[config.mk]
export PLATFORM = sky130hd
export DESIGN_NAME = sdram_dq_align
export DESIGN_NICKNAME = d
export VERILOG_FILES = /design/src/rtl/sdram_align_pkg.sv /design/src/rtl/sdram_rd_track.sv /design/src/rtl/sdram_mask_gen.sv /design/src/rtl/sdram_wr_path.sv /design/src/rtl/sdram_dq_align.sv
export SDC_FILE = /design/constraint.sdc
export NUM_CORES = 1
export LEC_CHECK = 0
export ABC_AREA = 1
export BUFFER_PORTS_ARGS = -buffer_cell sky130_fd_sc_hd__clkbuf_2
export CAP_MARGIN = 20
export CORE_UTILIZATION = 30
export DETAILED_ROUTE_END_ITERATION = 7
export RECOVER_POWER = 25
export SYNTH_ARGS = -nofsm -noshare
export SYNTH_HDL_FRONTEND = slang
export SYNTH_SLANG_ARGS = --single-unit
[constraint.sdc]
create_clock -name clk -period 1.4 [get_ports clk]
set_input_delay 0.14 -clock clk [delete_from_list [all_inputs] [get_ports clk]]
set_output_delay 0.14 -clock clk [all_outputs]
set_load 0.02 [all_outputs]
[src/rtl/sdram_align_pkg.sv]
`timescale 1ns/1ps
package sdram_align_pkg;
    // Clamp a raw latency setting into the supported 1..max range.
    function automatic int clamp_cl(input int raw, input int max_cl);
        if (raw < 1) return 1;
        if (raw > max_cl) return max_cl;
        return raw;
    endfunction
endpackage

[src/rtl/sdram_rd_track.sv]
`timescale 1ns/1ps
module sdram_rd_track #(
    parameter int DW     = 32,
    parameter int MAX_CL = 3,
    localparam int LANES = DW / 8,
    localparam int CLW   = $clog2(MAX_CL + 1)
) (
    input  logic             clk,
    input  logic             rst_n,
    input  logic [CLW-1:0]   cl,
    input  logic             rd_go,
    input  logic [LANES-1:0] be,
    input  logic [DW-1:0]    dq_in,
    output logic [DW-1:0]    rd_data,
    output logic             rd_valid,
    output logic             busy
);
    typedef struct packed {
        logic [MAX_CL-1:0]            tok;
        logic [MAX_CL-1:0][LANES-1:0] lane;
        logic [DW-1:0]                data;
        logic                         valid;
    } trk_t;

    trk_t s_d, s_q;

    always_comb begin
        s_d      = s_q;
        s_d.tok  = s_q.tok >> 1;
        s_d.lane = s_q.lane >> LANES;
        for (int i = 0; i < MAX_CL; i++) begin
            if (rd_go && (i == int'(cl) - 1)) begin
                s_d.tok[i]  = 1'b1;
                s_d.lane[i] = be;
            end
        end
        s_d.valid = s_q.tok[0];
        if (s_q.tok[0]) begin
            for (int j = 0; j < LANES; j++) begin
                s_d.data[8*j +: 8] = s_q.lane[0][j] ? dq_in[8*j +: 8] : 8'h00;
            end
        end
    end

    always_ff @(posedge clk or negedge rst_n) begin
        if (!rst_n) s_q <= '0;
        else        s_q <= s_d;
    end

    assign rd_data  = s_q.data;
    assign rd_valid = s_q.valid;
    assign busy     = |s_q.tok;
endmodule

[src/rtl/sdram_mask_gen.sv]
`timescale 1ns/1ps
module sdram_mask_gen #(
    parameter int DW     = 32,
    parameter int MAX_CL = 3,
    localparam int LANES = DW / 8,
    localparam int CLW   = $clog2(MAX_CL + 1),
    localparam int MDEP  = (MAX_CL > 2) ? MAX_CL - 2 : 1
) (
    input  logic             clk,
    input  logic             rst_n,
    input  logic [CLW-1:0]   cl,
    input  logic             rd_go,
    input  logic             wr_ok,
    input  logic             wr_blk,
    input  logic [LANES-1:0] be,
    output logic [LANES-1:0] dqm
);
    typedef struct packed {
        logic [MDEP-1:0]            mv;
        logic [MDEP-1:0][LANES-1:0] mm;
    } msk_t;

    msk_t s_d, s_q;

    // Read masks are staged so they reach the pins CL-2 cycles after the beat.
    always_comb begin
        s_d    = s_q;
        s_d.mv = s_q.mv >> 1;
        s_d.mm = s_q.mm >> LANES;
        for (int i = 0; i < MDEP; i++) begin
            if (rd_go && (int'(cl) >= 3) && (i == int'(cl) - 3)) begin
                s_d.mv[i] = 1'b1;
                s_d.mm[i] = ~be;
            end
        end
    end

    always_ff @(posedge clk or negedge rst_n) begin
        if (!rst_n) s_q <= '0;
        else        s_q <= s_d;
    end

    always_comb begin
        if (wr_ok)                          dqm = ~be;
        else if (rd_go && int'(cl) == 2)    dqm = ~be;
        else if (s_q.mv[0])                 dqm = s_q.mm[0];
        else if (wr_blk)                    dqm = '1;
        else                                dqm = '0;
    end
endmodule

[src/rtl/sdram_wr_path.sv]
`timescale 1ns/1ps
module sdram_wr_path #(
    parameter int DW     = 32,
    localparam int LANES = DW / 8
) (
    input  logic          wr_issue,
    input  logic          rd_issue,
    input  logic          busy,
    input  logic [DW-1:0] wdata,
    output logic          wr_ok,
    output logic          wr_blk,
    output logic [DW-1:0] dq_out,
    output logic          dq_oe
);
    always_comb begin
        wr_ok  = wr_issue && !busy && !rd_issue;
        wr_blk = wr_issue && !wr_ok;
        dq_oe  = wr_ok;
    end

    for (genvar g = 0; g < LANES; g++) begin : g_lane
        assign dq_out[8*g +: 8] = wr_ok ? wdata[8*g +: 8] : 8'h00;
    end
endmodule

[src/rtl/sdram_dq_align.sv]
`timescale 1ns/1ps
module sdram_dq_align
    import sdram_align_pkg::*;
#(
    parameter int DW     = 32,
    parameter int MAX_CL = 3,
    localparam int LANES = DW / 8,
    localparam int CLW   = $clog2(MAX_CL + 1)
) (
    input  logic             clk,
    input  logic             rst_n,
    input  logic [CLW-1:0]   cas_lat,
    input  logic             rd_issue,
    input  logic             rd_stop,
    input  logic             wr_issue,
    input  logic [LANES-1:0] host_be,
    input  logic [DW-1:0]    host_wdata,
    input  logic [DW-1:0]    dq_in,
    output logic [DW-1:0]    dq_out,
    output logic             dq_oe,
    output logic [LANES-1:0] dqm,
    output logic [DW-1:0]    rd_data,
    output logic             rd_valid
);
    logic [CLW-1:0] cl_eff;
    logic           rd_go;
    logic           busy;
    logic           wr_ok;
    logic           wr_blk;

    always_comb begin
        cl_eff = CLW'(clamp_cl(int'(cas_lat), MAX_CL));
        rd_go  = rd_issue && !rd_stop;
    end

    sdram_rd_track #(.DW(DW), .MAX_CL(MAX_CL)) u_trk (
        .clk(clk), .rst_n(rst_n), .cl(cl_eff), .rd_go(rd_go), .be(host_be),
        .dq_in(dq_in), .rd_data(rd_data), .rd_valid(rd_valid), .busy(busy)
    );

    sdram_wr_path #(.DW(DW)) u_wr (
        .wr_issue(wr_issue), .rd_issue(rd_issue), .busy(busy), .wdata(host_wdata),
        .wr_ok(wr_ok), .wr_blk(wr_blk), .dq_out(dq_out), .dq_oe(dq_oe)
    );

    sdram_mask_gen #(.DW(DW), .MAX_CL(MAX_CL)) u_msk (
        .clk(clk), .rst_n(rst_n), .cl(cl_eff), .rd_go(rd_go), .wr_ok(wr_ok),
        .wr_blk(wr_blk), .be(host_be), .dqm(dqm)
    );
endmodule

==> results of run 1 <==
-- repair_timing --
action	CTS	global route
gates cloned	1	0
hold endpoints to repair	57	0
hold buffers	5	0
resized for setup	68	28
pin swaps	2	0
endpoints found under the setup margin	37	37
-- state kept, by name, summed over array words and instances (netlist names) --
name            flops
u_trk.s_q          14
u_trk.rd_valid      1
u_trk.rd_data      32
u_msk.s_q           5
u_trk.s_d           1
-- report_power, final --
part / leakage [nW] / internal (mW) / switching (mW)
Sequential: 0.726 / 1.61 / 0.0523
Combinational: 1.29 / 0.304 / 0.433
Clock: 0.0585 / 0.584 / 0.489
Total: 2.08 / 2.49 / 0.974
-- final cells by class --
cell class,instances,share of cell area [%]
tap,108,3.54
clock buffer,7,2.26
sequential,53,34.7
inverter,77,7.56
timing repair buffer,155,29.6
clock inverter,1,0.786
multi-input combinational,152,21.5
-- worst max-delay path, stage by stage (launching register included) --
cell	delay, ps
dfrtp_2	450
nor2_4	110
nand3_4	130
buf_16	210
nor2_2	120
clkbuf_8	160
-- final timing paths --
| kind | slack [ps] | depth (start not counted) | to | startpoint |
|---|---|---|---|---|
| max | -220 | 5 | dq_out[5] | u_trk.s_d[0] |
| min | 70 | 3 | u_trk.rd_data[2] | dq_in[2] |
| max reg2reg | 400 | 3 | u_trk.rd_data[29] | u_trk.s_d[0] |
| min reg2reg | 470 | 2 | u_trk.s_q[35] | u_trk.s_q[39] |
| max in group asynchronous | 360 | 3 | u_trk.s_d[0] | rst_n |
| min in group asynchronous | 530 | 3 | u_trk.rd_data[10] | rst_n |
-- metal layers --
layer | track usage [%] | vias up
li1 | - | 1174
met1 | 19.1 | 1058
met2 | 24.0 | 60
met3 | 2.88 | 10
met4 | 4.41 | 0
met5 | 0 | -
-- layout by cell type, fill, tap and decap left out --
cell and count:
nand3_1 37, clkbuf_1 1, dlygate4sd3_1 5, o21ai_0 36, nor2_1 10, nor2_4 11, inv_1 77, buf_2 2
clkbuf_2 109, dfrtp_2 1, buf_4 6, clkbuf_4 1, buf_8 10, o21ai_1 4, nor2_2 23, clkbuf_8 22
nand2_2 1, bufinv_16 1, nand3_4 1, dfrtp_1 52, buf_16 1, buf_6 3, buf_12 2, nand2_1 29
-- kinds of logic (layout without fill, tap and decap cells) --
group	Yosys count	after routing	synth area share, %
AND/OR/NAND/NOR	112	112	21.3
flip-flops	53	53	48.4
buffers and inverters	125	240	23.0
AO/OA/AOI/OAI	40	40	7.31
==> flow_summary.yaml, run 1 <==
global_route:
  antenna_found_initial: 0
  grt_first_pass_wirelength_mm: 11.1
  grt_usage_pct: 14.5
  grt_overflow: 0
  grt_pass1_vias: 2318
  grt_max_degree: 66
placed_design:
  place.gp.congestion: 0.768
  placed_area_mm2: 0.00333
  dp_slack_ps: 108
  dp_hpwl_mm: 4.59
  place_inst: 539
  port-buffer-count: 144
yosys:
  synth_most_common_cell: "inv_1"
  synth_commonest_cells: "inv_1, dfrtp_1, nand3_1"
  synth_flop_cell: "dfrtp_1"
  ys_ff_latch: 53
  yosysTopAreaCell: "dfrtp_1"
  ys_async_sr_fraction_pct: 100
  netlist-cell-type-count: 17
  synth.top_cell.area_share_pct: 48.4
  netlist_area_mm2: 0.00274
  ys_seq_area_share_pct: 48.4
  synthCells: 330
  synth_edf_count: 0
  postSynthAreaPerCell_um2: 8.30
  netlist_top_cells_area: "dfrtp_1, inv_1, buf_4"
  postSynthNetCount: 405
  yosysWarnings: 0
drt:
  drc: 0
  dr_total_vias: 2302
  highest_layer: "met4"
  routed_wl_mm: 6.65
  firstDrtPassIters: 4
  m1WireLength_mm: 2.89
  wl_per_cell_um: 12.0
  drt_iter0_drc: 38
  wl_met3_um: 236
  postRouteAntennaNets: 0
  viasPerCell: 4.16
  wl_met2_mm: 3.42
pwr:
  cellPowerDensity_mw_per_mm2: 907
  finalPower_mw: 3.47
  irDropWorstVdd_v: 0.000514
  p_leak_nw: 2.08
layout:
  multi_input_area_um2: 823
  final_cells: 553
  layout.nets: 519
  regArea_mm2: 0.00133
  fin_util_pct: 43.6
  layout-drive-gt1-share_pct: 43.6
  nFillCells: 875
  area_delta_synth_final_pct: 39.5
  antenna_cells: 0
  final_cell_area_mm2: 0.00382
critical_path:
  critPathArrivalTime_ps: 1480
  cp_max_fo: 16
  cp-start-kind: "register"
  setup.worst_path.class: "register to output port"
  cp-end-kind: "output port"
  cp_data_required_time_ps: 1260
cts:
  cts.sinks: 53
  clkTransAtPathRegs_ps: 90
  cts-htree-levels: 2
  insertion_delay_ps: 300
  cts_root_buf: "clkbuf_8"
  cts_tree: "built"
  cts_setup_buffers: 0
  numCtsBuffers: 5
  clockBufferDepth: 2
sta:
  fmax_ghz: 0.617
  min_period_ps: 1620
  slew_headroom_pct: 52.9
  holdWs_ps: 66.5
  fin_ws_ps: -221
  setup_violations: 37
  slew_violations: 0
  hold_viol: 0
  setup_tns_ps: -6150
  fin_skew_ps: 4.35
  worst_pin_slew_ps: 707
  period_share_pct: 116
  rsz0062_at_grt: "true"
floorplan:
  initial_utilization_pct: 31.3
  fp.dieH_um: 97.6
  die_x_um: 97.6
  core_mm2: 0.00876
  io_pins: 145
  placementRows: 34
  dieArea_mm2: 0.00952
min_path:
  hp-class: "primary input to register"
outcome:
  failed_checks: "setup timing"
  status: "finished, violations left"
job:
  drv_cap: 0
Power figures use the tool's default switching activity.
==> run 2: changes to the inputs <==
--- a/config.mk
+++ b/config.mk
@@ -8,8 +8,9 @@
 export ABC_AREA = 1
 export BUFFER_PORTS_ARGS = -buffer_cell sky130_fd_sc_hd__clkbuf_2
 export CAP_MARGIN = 20
-export CORE_UTILIZATION = 30
+export CORE_UTILIZATION = 45
 export DETAILED_ROUTE_END_ITERATION = 7
+export PLACE_DENSITY = 0.8
 export RECOVER_POWER = 25
 export SYNTH_ARGS = -nofsm -noshare
 export SYNTH_HDL_FRONTEND = slang
==> run 2 against run 1 <==
The run still ends with setup timing left. Final cell count is 4.7% lower. Wire length is 9.9% higher. Final area is 3.9% higher. Maximum frequency is 8.2% lower. Clock power is 19% lower. Sequential share of layout area is 1.3 points lower. Power is 2.6% lower. First-iteration DRC count grew to 2.5 times the previous value. Non-clock buffer count is 8 higher. Critical path type unchanged. Largest cell class unchanged. Highest routed layer unchanged.
==> flow_summary.yaml, run 2 (same netlist as run 1, synthesis figures left out) <==
critical_path:
  reg2reg_from: "u_trk.s_d[0]"
  crit_family: "buffers and inverters"
  crit_buf_inv: 3
  critPathArrivalTime_ps: 1630
  rr_endpoint: "u_trk.rd_data[6]"
  reg2reg_depth: 2
  critPathSlowestCell: "dfrtp_1"
  setup.worst_path.class: "register to output port"
  cp-end-kind: "output port"
  cp_max_fo: 8
  rrSetupSlack_ps: 160
  cp_data_required_time_ps: 1260
  cp-start-kind: "register"
  cpPeakStageDelay_ps: 410
  worstPathCellList: "nor2_2, nand3_2, buf_6, clkbuf_16, nor2_4, buf_8"
global_route:
  grt_pass1_vias: 2081
  grt_usage_pct: 18.5
  antenna_found_initial: 0
  grt_max_degree: 66
  grt_first_pass_wirelength_mm: 9.13
  grt_overflow: 0
placed_design:
  port-buffer-count: 144
  place_inst: 506
  place.gp.congestion: 0.859
  dp_hpwl_mm: 4.08
  dp_slack_ps: 52.4
sta:
  slew_violations: 0
  period_share_pct: 126
  min_period_ps: 1770
  setup_tns_ps: -9760
  slew_headroom_pct: 64.1
  holdWs_ps: 69.5
  setup_violations: 37
  fin_ws_ps: -367
  worst_pin_slew_ps: 539
  hold_viol: 0
  fin_skew_ps: 9.52
  rsz0062_at_grt: "true"
  fmax_ghz: 0.566
drt:
  postRouteAntennaNets: 0
  wl_per_cell_um: 13.9
  dr_total_vias: 2497
  viasPerCell: 4.74
  drc: 0
  firstDrtPassIters: 4
  drt_iter0_drc: 95
  routed_wl_mm: 7.31
cts:
  numCtsBuffers: 5
  cts_root_buf: "clkbuf_8"
  cts_tree: "built"
  insertion_delay_ps: 300
  cts-htree-levels: 2
  clkTransAtPathRegs_ps: 90
  cts.sinks: 53
  clockBufferDepth: 2
job:
  drv_cap: 0
layout:
  regArea_mm2: 0.00133
  layout.nets: 527
  fin_util_pct: 67.4
  final_cell_mix: "clkbuf_2, inv_1, dfrtp_1"
  area_delta_synth_final_pct: 44.9
  nFillCells: 454
  multi_input_area_um2: 953
  mostFrequentLayoutCell: "clkbuf_2"
  largest_reg_flops: 32
  antenna_cells: 0
  final_cells: 527
  layout-drive-gt1-share_pct: 46.7
floorplan:
  placementRows: 28
  core_mm2: 0.00589
  die_x_um: 80.0
  fp.dieH_um: 80.0
  dieArea_mm2: 0.00640
  io_pins: 145
  initial_utilization_pct: 46.5
outcome:
  status: "finished, violations left"
  failed_checks: "setup timing"
pwr:
  irDropWorstVdd_v: 0.000510
  p_leak_nw: 2.13
  cellPowerDensity_mw_per_mm2: 851
min_path:
  min_from: "dq_in[30]"
  hp-class: "primary input to register"
  hold_path_end: "u_trk.rd_data[30]"
  holdPathStages: 3
run 2: final cells by class:
| class | count | area share, % |
|---|---|---|
| flip-flops and latches | 53 | 33.4 |
| repair buffers | 163 | 30.6 |
| multi-input cells | 152 | 24.0 |
| inverters | 77 | 7.28 |
| well taps | 75 | 2.36 |
| clock buffers | 6 | 2.08 |
| clock inverters | 1 | 0.189 |
run 2: where the power goes:
group          leakage [nW]  internal [mW]  switching (mW)  total, mW
Sequential            0.726           1.61          0.0518       1.66
Clock                0.0433          0.392           0.478      0.869
Combinational          1.36          0.357           0.495      0.852
Total                  2.13           2.35            1.02       3.38
run 2: worst max-delay path by stage:
stage	start	end	cells past startpoint
final	u_trk.s_q[47]	dq_out[20]	6
after global routing	u_trk.s_q[47]	dq_out[20]	6
after CTS	u_trk.s_q[46]	dq_out[25]	5
after detailed placement	u_trk.s_q[46]	dq_out[3]	5
after global placement	u_trk.s_q[46]	dq_out[12]	5
after floorplan	u_trk.s_d[0]	dq_out[0]	6
run 2: per-layer routing:
metal | global-route usage, % | wire [um]
met5 | 0 | 0
met4 | 4.46 | 160
met3 | 4.91 | 449
met2 | 33.2 | 3880
met1 | 22.0 | 2820
run 2: tightest hold or removal path, stage by stage:
cell      delay (ps)
clkbuf_2          80
nand3_1           60
o21ai_0           60
run 2: what timing repair did:
item | 4_1_cts | 5_1_grt
pin swaps | 4 | 5
setup endpoints to repair | 37 | 37
gates cloned | 1 | 2
resized for setup | 65 | 91
endpoints found under the hold margin | 57 | 0
hold buffers | 5 | 0
buffers inserted | 3 | 3
run 2: through the flow:
stage | power [mW] | area (um2)
after detailed placement | 2.31 | 3260
after floorplan | 2.12 | 2740
final | 3.38 | 3970
after global routing | 3.55 | 3970
after CTS | 3.28 | 3690
after global placement | 2.30 | 3260
==> run 3: changes to the inputs <==
--- a/config.mk
+++ b/config.mk
@@ -10,7 +10,7 @@
 export CAP_MARGIN = 20
 export CORE_UTILIZATION = 45
 export DETAILED_ROUTE_END_ITERATION = 7
-export PLACE_DENSITY = 0.8
+export PLACE_DENSITY_LB_ADDON = 0.08
 export RECOVER_POWER = 25
 export SYNTH_ARGS = -nofsm -noshare
 export SYNTH_HDL_FRONTEND = slang
==> run 3 against run 2 <==
The run still ends with setup timing left. Global-route usage up 0.33 points. Maximum frequency up 10%. Combinational power down 16%. Wire length down 18%. Core utilization down 4.3 points. Sequential power about the same. Final cell count down 1.3%. Clock power up 3.7%. Critical path depth down 1. Non-clock buffer count down 8. Hold slack worse by 3.9 ps. Critical path type unchanged.
==> flow_summary.yaml, run 3 (same netlist as run 1, synthesis figures left out) <==
drt:
  drc: 0
  wl_per_cell_um: 11.5
  viasPerCell: 4.46
  drt_iter0_drc: 75
  firstDrtPassIters: 4
  routed_wl_mm: 5.98
  dr_total_vias: 2320
  postRouteAntennaNets: 0
floorplan:
  core_mm2: 0.00589
  placementRows: 28
  dieArea_mm2: 0.00640
  die_x_um: 80.0
  fp.dieH_um: 80.0
  io_pins: 145
  initial_utilization_pct: 46.5
global_route:
  grt_overflow: 0
  met1_usage_pct: 22.5
  grt_pass1_vias: 2069
  antenna_found_initial: 0
  grt_first_pass_wirelength_mm: 9.25
  gr-usage-met2_pct: 33.2
  top_usage_layer: "met2"
  grt_usage_pct: 18.9
  grtUsageMet3_pct: 4.11
  grt_max_degree: 66
sta:
  period_share_pct: 114
  fmax_ghz: 0.624
  fin_skew_ps: 3.04
  setup_violations: 37
  hold_viol: 0
  slew_headroom_pct: 52.5
  rsz0062_at_grt: "true"
  worst_pin_slew_ps: 712
  fin_ws_ps: -202
  min_period_ps: 1600
  slew_violations: 0
pwr:
  irDropWorstVdd_v: 0.000530
  p_leak_nw: 2.06
  finalPower_mw: 3.27
  cellPowerDensity_mw_per_mm2: 881
critical_path:
  cpMostUsedCell: "nor2_2"
  reg2reg_depth: 2
  cp_max_fo: 16
  crit_family: "flip-flops"
  cp_data_required_time_ps: 1260
  critPathArrivalTime_ps: 1460
  reg2reg_from: "u_trk.s_d[0]"
  critPathSlowestCell: "dfrtp_1"
  rr_endpoint: "u_trk.rd_data[7]"
  rrSetupSlack_ps: 180
  cp-end-kind: "output port"
  setup.worst_path.class: "register to output port"
  cpPeakStageDelay_ps: 400
  cp-start-kind: "register"
  crit_buf_inv: 2
  worstPathCellList: "nor2_2, nand3_4, buf_16, nor2_2, clkbuf_8"
layout:
  mostFrequentLayoutCell: "clkbuf_2"
  final_cells: 520
  layout-drive-gt1-share_pct: 43.4
  fin_util_pct: 63.1
  final_cell_mix: "clkbuf_2, inv_1, dfrtp_1"
  nFillCells: 527
  antenna_cells: 0
  layout.nets: 519
  largest_reg_flops: 32
  area_delta_synth_final_pct: 35.6
placed_design:
  place_inst: 506
  port-buffer-count: 144
  dp_hpwl_mm: 4.08
  place.gp.congestion: 0.735
cts:
  clkTransAtPathRegs_ps: 90
  cts_root_buf: "clkbuf_8"
  numCtsBuffers: 5
  cts.sinks: 53
  clockBufferDepth: 2
  cts_setup_buffers: 0
  insertion_delay_ps: 300
  cts_tree: "built"
  cts-htree-levels: 2
min_path:
  hold_path_end: "u_trk.rd_data[24]"
  min_from: "dq_in[24]"
  hp-class: "primary input to register"
  holdPathStages: 3
outcome:
  status: "finished, violations left"
  failed_checks: "setup timing"
job:
  drv_cap: 0
==> run 3: layer usage <==
layer / part of all wire [%] / vias up
met5: 0 / -
met4: 1.2 / 0
met3: 4.5 / 9
met2: 52 / 52
met1: 42 / 1079
li1: - / 1180
==> run 3: cell type report <==
cell class / instances / area (um2) / area share, %
clock buffer: 6 / 82.6 / 2.22
inverter: 77 / 289 / 7.78
multi-input combinational: 152 / 816 / 22.0
clock inverter: 2 / 13.8 / 0.371
timing repair buffer: 155 / 1090 / 29.4
tap: 75 / 93.8 / 2.53
sequential: 53 / 1330 / 35.7
==> run 3: timing repair <==
| item | in CTS | in global routing |
|---|---|---|
| hold buffers | 5 | 0 |
| hold endpoints to repair | 57 | 0 |
| resized for setup | 57 | 33 |
| setup endpoints to repair | 37 | 37 |
| cloned | 1 | 0 |
| pin swaps | 0 | 1 |
==> run 3: how the worst max path moves through the flow <==
stage	from	end	slack, ps	cells past startpoint
floorplan	u_trk.s_d[0]	dq_out[0]	120	6
global placement	u_trk.s_q[46]	dq_out[12]	140	5
detailed placement	u_trk.s_q[46]	dq_out[16]	110	5
CTS	u_trk.s_q[47]	dqm[1]	-220	6
global route	u_trk.s_q[47]	dqm[3]	-310	6
finish	u_trk.s_q[47]	dq_out[22]	-200	5
==> run 3: power breakdown <==
part / internal [mW] / switching [mW] / leakage, nW / total, mW
Clock: 0.402 / 0.499 / 0.0512 / 0.901
Combinational: 0.293 / 0.425 / 1.28 / 0.718
Sequential: 1.61 / 0.0495 / 0.726 / 1.65
==> run 3: per-stage QoR <==
stage | hold WS (ps) | worst slack, ps | instance area, um2 | setup TNS (ps)
final | 65.6 | -202 | 3710 | -6300
after global routing | 56.7 | -311 | 3710 | -9790
after CTS | 58.0 | -224 | 3680 | -7570
after detailed placement | 166 | 108 | 3280 | 0
after global placement | 166 | 139 | 3280 | 0
after floorplan | -156 | 119 | 2740 | 0
==> run 3: worst min-delay path, delay by kind of cell <==
family	cells	cell delay [ps]
compound gates	1	60
simple gates	1	60
buf+inv	1	80
